`src/rtl/rcs_pkg.sv`:
```
package rcs_pkg;
  localparam int unsigned NUM_SRC = 5;
  localparam int unsigned SRC_LSB = 3;

  typedef enum int unsigned {
    SRC_WDOG     = 0,
    SRC_CHKSTOP  = 1,
    SRC_DBG_HARD = 2,
    SRC_DBG_SOFT = 3,
    SRC_JTAG     = 4
  } src_idx_e;

  typedef logic [NUM_SRC-1:0] src_vec_t;
endpackage

```
`src/rtl/rcs_bus_decode.sv`:
```
module rcs_bus_decode #(
  parameter int unsigned ADDR_W = 8,
  parameter int unsigned DATA_W = 32,
  parameter logic [ADDR_W-1:0] REG_ADDR = '0
) (
  input  logic                  bus_sel,
  input  logic                  bus_we,
  input  logic [ADDR_W-1:0]     bus_addr,
  input  logic [DATA_W-1:0]     bus_wdata,
  output logic                  rd_hit,
  output rcs_pkg::src_vec_t     clr_mask
);
  import rcs_pkg::*;

  logic addr_match;
  logic wr_hit;
  logic unused_wdata;

  assign addr_match = (bus_addr == REG_ADDR);
  assign wr_hit     = bus_sel & bus_we & addr_match;
  assign rd_hit     = bus_sel & ~bus_we & addr_match;

  always_comb begin
    clr_mask = '0;
    if (wr_hit) clr_mask = bus_wdata[SRC_LSB +: NUM_SRC];
  end

  // reserved data bits carry no meaning for a write
  assign unused_wdata = ^{bus_wdata[DATA_W-1:SRC_LSB+NUM_SRC], bus_wdata[SRC_LSB-1:0]};
endmodule

```
`src/rtl/rcs_sticky_bit.sv`:
```
module rcs_sticky_bit (
  input  logic clk,
  input  logic por_n,
  input  logic set_i,
  input  logic clr_i,
  output logic q_o
);
  // only power-on reset touches the cell; a set beats a same-cycle clear
  always_ff @(posedge clk or negedge por_n) begin
    if (!por_n)     q_o <= 1'b0;
    else if (set_i) q_o <= 1'b1;
    else if (clr_i) q_o <= 1'b0;
  end
endmodule

```
`src/rtl/rcs_read_port.sv`:
```
module rcs_read_port #(
  parameter int unsigned DATA_W = 32
) (
  input  logic              clk,
  input  logic              por_n,
  input  logic              sys_rst_n,
  input  logic              rd_hit,
  input  logic [DATA_W-1:0] word_i,
  output logic              rd_valid,
  output logic [DATA_W-1:0] rd_data
);
  always_ff @(posedge clk or negedge por_n) begin
    if (!por_n) begin
      rd_valid <= 1'b0;
      rd_data  <= '0;
    end else if (!sys_rst_n) begin
      rd_valid <= 1'b0;
      rd_data  <= '0;
    end else begin
      rd_valid <= rd_hit;
      rd_data  <= rd_hit ? word_i : '0;
    end
  end
endmodule

```
`src/rtl/rcs_status_reg.sv`:
```
module rcs_status_reg #(
  parameter int unsigned ADDR_W = 8,
  parameter int unsigned DATA_W = 32,
  parameter logic [ADDR_W-1:0] REG_ADDR = 8'h14
) (
  input  logic              clk,
  input  logic              por_n,
  input  logic              sys_rst_n,
  input  logic              wdog_expire,
  input  logic              core_chkstop,
  input  logic              chkstop_rst_en,
  input  logic              dbg_hard_req,
  input  logic              dbg_soft_req,
  input  logic              jtag_rst_req,
  input  logic              bus_sel,
  input  logic              bus_we,
  input  logic [ADDR_W-1:0] bus_addr,
  input  logic [DATA_W-1:0] bus_wdata,
  output logic              rd_valid,
  output logic [DATA_W-1:0] rd_data
);
  import rcs_pkg::*;

  src_vec_t          set_vec;
  src_vec_t          clr_mask;
  src_vec_t          status_q;
  logic              rd_hit;
  logic [DATA_W-1:0] word;

  always_comb begin
    set_vec               = '0;
    set_vec[SRC_WDOG]     = wdog_expire;
    set_vec[SRC_CHKSTOP]  = core_chkstop & chkstop_rst_en;
    set_vec[SRC_DBG_HARD] = dbg_hard_req;
    set_vec[SRC_DBG_SOFT] = dbg_soft_req;
    set_vec[SRC_JTAG]     = jtag_rst_req;
  end

  rcs_bus_decode #(
    .ADDR_W(ADDR_W), .DATA_W(DATA_W), .REG_ADDR(REG_ADDR)
  ) u_dec (
    .bus_sel(bus_sel), .bus_we(bus_we), .bus_addr(bus_addr),
    .bus_wdata(bus_wdata), .rd_hit(rd_hit), .clr_mask(clr_mask)
  );

  for (genvar i = 0; i < NUM_SRC; i++) begin : g_bit
    rcs_sticky_bit u_bit (
      .clk(clk), .por_n(por_n),
      .set_i(set_vec[i]), .clr_i(clr_mask[i]), .q_o(status_q[i])
    );
  end

  always_comb begin
    word = '0;
    word[SRC_LSB +: NUM_SRC] = status_q;
  end

  rcs_read_port #(.DATA_W(DATA_W)) u_rd (
    .clk(clk), .por_n(por_n), .sys_rst_n(sys_rst_n), .rd_hit(rd_hit),
    .word_i(word), .rd_valid(rd_valid), .rd_data(rd_data)
  );
endmodule

```
`config.mk`:
```
export PLATFORM = sky130hd
export DESIGN_NAME = rcs_status_reg
export DESIGN_NICKNAME = d
export VERILOG_FILES = /design/src/rtl/rcs_pkg.sv /design/src/rtl/rcs_bus_decode.sv /design/src/rtl/rcs_sticky_bit.sv /design/src/rtl/rcs_read_port.sv /design/src/rtl/rcs_status_reg.sv
export SDC_FILE = /design/constraint.sdc
export NUM_CORES = 1
export LEC_CHECK = 0
export BUFFER_PORTS_ARGS = -buffer_cell sky130_fd_sc_hd__buf_4
export CAP_MARGIN = 20
export CORE_UTILIZATION = 40
export DETAILED_ROUTE_END_ITERATION = 6
export PLACE_DENSITY_LB_ADDON = 0.08
export SYNTH_ARGS = -nofsm -noshare
export SYNTH_HDL_FRONTEND = slang
export SYNTH_HIERARCHICAL = 1
export SYNTH_SLANG_ARGS = --single-unit
```
`constraint.sdc`:
```
create_clock -name clk -period 0.8 [get_ports clk]
set_input_delay 0.12 -clock clk [delete_from_list [all_inputs] [get_ports clk]]
set_output_delay 0.12 -clock clk [all_outputs]
set_load 0.02 [all_outputs]
```
======== After elaboration in Yosys (flattened, before gate mapping) ========
Cells that the tools add are included.
Widths: inputs -> output; s select.
word-level totals
  output and inout port bits .............. 33
  bits in registers ....................... 38
  input port bits ......................... 51
  word-level logic and storage cells ...... 33
operators by class
  reductions and logical operators ........ 5
  bitwise operators ....................... 6
  equality and inequality tests ........... 1
  multiplexer cells ....................... 14
operators by type and width
  kind                count
  $mux 32             1
  $mux 1              11
  $reduce_bool 2->1   5
  $eq 8x5->1 const B  1
  $mux 8              1
  $and 1x1->1         5
  $mux 5              1
  $not 1->1           1

======== Depth between registers and ports, before layout ========
  depth in word-level cells ............... 5
  mapped depth ............................ 5
  depth with buffers taken out ............ 4

======== Cells and area by module ========
Netlist, hierarchy kept.
by module, submodules not included
  module          instances  cells each  area each (um^2)  sequential area each (um^2)
  rcs_read_port   1          72          1,091.0           825.8
  rcs_sticky_bit  5          3           36.3              25.0
  rcs_bus_decode  1          15          133.9             0.0
  rcs_status_reg  1          2           10.0              0.0

======== Worst setup path after synthesis ========
Ideal clock, no wire load.
  path type ............................... in2reg
  from .................................... input bus_addr[7]
  to ...................................... register u_rd.rd_data[3]
  buffers on the path ..................... 2
  data required time ...................... 0.735 ns
  setup time .............................. 0.065 ns
  data arrival time ....................... 1.391 ns
  stages .................................. 5
  slack ................................... -0.657 ns
  cell sequence ........................... or4_4 > buf_6 > nor4_4 > buf_2 > and3_2
on the way
  cells in the longest elaborated chain, start to end .. 4
ends and longest elaborated chain
  item                  line                  RTL
  start, declared       rcs_status_reg.sv:17  input logic [ADDR_W-1:0] bus_addr,
  $eq 8x5->1            rcs_bus_decode.sv:19  assign addr_match = (bus_addr == REG_ADDR);
  $and 1x1->1           rcs_bus_decode.sv:21  assign rd_hit = bus_sel & ~bus_we & addr_match;
  via rd_hit            rcs_status_reg.sv:27  logic rd_hit;
  $mux 8                rcs_read_port.sv:21   rd_data <= rd_hit ? word_i : '0;
  $mux 32               rcs_read_port.sv:16   end else if (!sys_rst_n) begin
  end signal, assigned  rcs_read_port.sv:21
  end, declared         rcs_read_port.sv:10   output logic [DATA_W-1:0] rd_data
The timed path passes the listed nets, and every way through them passes these cells.
A chain may end at the register's enable or synchronous reset.

======== Final worst setup path ========
  from .................................... input bus_addr[7]
  to ...................................... register u_rd.rd_valid
on the way
  cells in the longest elaborated chain, start to end .. 3
ends and longest elaborated chain
  item                  line                  RTL
  $eq 8x5->1            rcs_bus_decode.sv:19
  $and 1x1->1           rcs_bus_decode.sv:21
  via rd_hit            rcs_status_reg.sv:27
  $mux 1                rcs_read_port.sv:16
  end signal, assigned  rcs_read_port.sv:20   rd_valid <= rd_hit;
  end, declared         rcs_read_port.sv:9    output logic rd_valid,
The timed path passes the listed nets, and every way through them passes these cells.

==> metrics.txt <==
Worst Hold Class=in2reg; H-tree depth=2; most used routing layer=met2; Max Buffers Root-to-Sink=2; crit path kind=in2reg; min Tclk post-route=1060 ps; Sequential Area=951 um2; setup violators final=44; area grow syn2layout=59.0%; IO Pins=84; hold endpoint=g_bit[1].u_bit/q_o$_DFFE_PN0P_; fraction of layout cells with a size suffix above 1=0.500; Post-Synthesis Cells=104; Routed Antenna Nets=0; Die Area=3780 um2; failing checks=setup timing; NumNets Final=251; Seq cells post-synth=38; max cap viols=0; routed len/inst=10.1 um; fin. max-slew vios=0; CP Max Fanout=7; synth cell count leaders=38 x dfrtp_1, 23 x and3_2, 9 x and3_1; met3 Usage GRT=0.0693; Net Sw Power=645 uW; WL final=2.47 mm; # rows=21; unrepaired setup endpoints after global routing=true; 1st-iter DRT viols=15; GR Util met1=0.168; largest net degree at the start of global routing=39; CTS sink cnt=38; area of the multi-input gates=507 um2; routed vias=1,009; Reg2Reg Launch Point=g_bit[0].u_bit/q_o$_DFFE_PN0P_; initial antenna violation count=0; Die H=61.5 um; CTS buffer count=5; port bufs=56; area of the mapped netlist=1420 um2; Final HPWL DP=1.70 mm; Yosys top cell by area=dfrtp_1; clk slew on worst S/H paths=100 ps; register area share after synthesis=0.671; setup ws final=-259 ps; DRC errors left=0; hold path startpoint=chkstop_rst_en; Worst Skew=1.06 ps; Die W=61.5 um; initial core utilization=0.421; 1st-pass router iterations=2; Synth cell types=15; CTS tree=built; Avg Synthesized Cell Area=13.6 um2; Switching Fraction=0.215; worst path required time=1080 ps; Worst setup EP type=flop; share of power burned in registers=0.638; Clock Power Share=0.290; most frequent cell after synthesis=dfrtp_1; IR drop worst, VDD=0.959 mV; power share of the combinational group=0.072; vias in the first global route=917; leakage power=1.22 nW; global-route wire length before repair=3.98 mm; Setup crit start kind=primary input; TNS Setup=-7650 ps; Diodes inserted=0; Synthesis Warnings=6; number of synthesized flops with an enable pin=0; fin cells=246; Total GRT Usage=0.155; FF-to-FF path depth=1; Cell Pwr Density=1340 nW/um2; Pint=2.36 mW; dpl cells=232; Final Util=0.670; Power Total=3.01 mW; Filler Cell Count=279; Hold Path Depth=3; reg-to-reg slack, setup=110 ps; status=complete, but fails checks; routability cong.=0.685; met2 Use GR=0.252; RR Endpoint=u_rd/rd_data[3]$_DFF_PN0_; synth top area cells=dfrtp_1 67%, and3_2 12%, and3_1 4.0%; CP Data Arrival Time=1340 ps; Synth top area share=0.671; clk root buf=clkbuf_4; routed vias/inst=4.10; pre-CTS setup slack=-676 ps; Final period util=1.32; Core Region=3360 um2; grt total ovfl=0; Top FF cell, synth=dfrtp_1; Hold Vio Cnt, Final=0; fmax=944 MHz; Async SR Flop Fraction=1.00; clock latency on the worst-skew pair=330 ps
## kinds of logic after synthesis
family          count (synthesis)  share of synthesized area
flops                          38                      0.671
compound gates                  5                     0.0265
other cells                     1                    0.00265
buf+inv                        13                     0.0450
simple gates                   47                      0.254
## power groups by stage
stage	clock, mW	sequential [mW]	combinational [mW]
2_1_floorplan	0	1.96	0.0508
3_3_place_gp	0	1.96	0.188
3_5_place_dp	0	1.96	0.194
4_1_cts	0.910	1.92	0.217
5_1_grt	0.976	1.92	0.250
6_report	0.871	1.92	0.216
## stage by stage
step | hold WS (ps) | area [um2]
CTS | 55.1 | 2250
global placement | 98.5 | 2000
global route | 59.4 | 2250
floorplan | -176 | 1510
detailed placement | 101 | 2000
finish | 69.6 | 2250
## worst max-delay path, stage by stage
cell,delay [ps]
buf_6,90
or4_4,540
nor4_4,210
buf_4,170
buf_4,100
and2_1,100
## worst max path at each step
stage,start,end,slack [ps],cells past startpoint
2_1_floorplan,bus_addr[7],u_rd/rd_data[3]$_DFF_PN0_,-660,5
3_3_place_gp,bus_addr[7],u_rd/rd_valid$_DFF_PN0_,-660,5
3_5_place_dp,bus_addr[7],u_rd/rd_valid$_DFF_PN0_,-680,5
4_1_cts,bus_addr[7],u_rd/rd_valid$_DFF_PN0_,-230,6
5_1_grt,bus_addr[7],u_rd/rd_valid$_DFF_PN0_,-260,6
6_report,bus_addr[7],u_rd/rd_valid$_DFF_PN0_,-260,6
## final cells by class
class,instances,share of cell area
sequential,38,0.422
multi-input combinational,79,0.225
tap,46,0.0256
inverter,6,0.0100
clock buffer,7,0.0200
timing repair buffer,70,0.297
## metal layers
layer | routed length (um) | share of wire | up-vias
met2 | 1190 | 0.48 | 46
met3 | 204 | 0.082 | 2
met5 | 0 | 0 | -
met1 | 1050 | 0.42 | 443
li1 | - | - | 518
met4 | 28 | 0.011 | 0
## cells in the final DEF (no fill, tap or decap)
| master | n |
|---|---|
| nor3_2 | 5 |
| and2_1 | 2 |
| clkbuf_4 | 5 |
| buf_6 | 35 |
| buf_4 | 30 |
| dlygate4sd3_1 | 5 |
| and3_1 | 9 |
| and3_4 | 2 |
| conb_1 | 27 |
| and3_2 | 21 |
| inv_1 | 6 |
| nand4bb_1 | 1 |
| a21o_1 | 5 |
| nor4_4 | 1 |
| or4_4 | 1 |
| clkbuf_1 | 2 |
| dfrtp_1 | 38 |
| nand3_1 | 5 |
## registers in the layout (all words and copies together) (netlist names)
signal           flops
g_bit.u_bit/q_o      5
u_rd/rd_data        32
u_rd/rd_valid        1
## timing repair
action	in CTS	in global routing
cloned	0	0
buffers inserted	2	0
setup endpoints to repair	44	44
endpoints found under the hold margin	42	0
hold buffers	5	0
resized for setup	37	0
pin swaps	1	0
(Power assumes the default switching activity.)
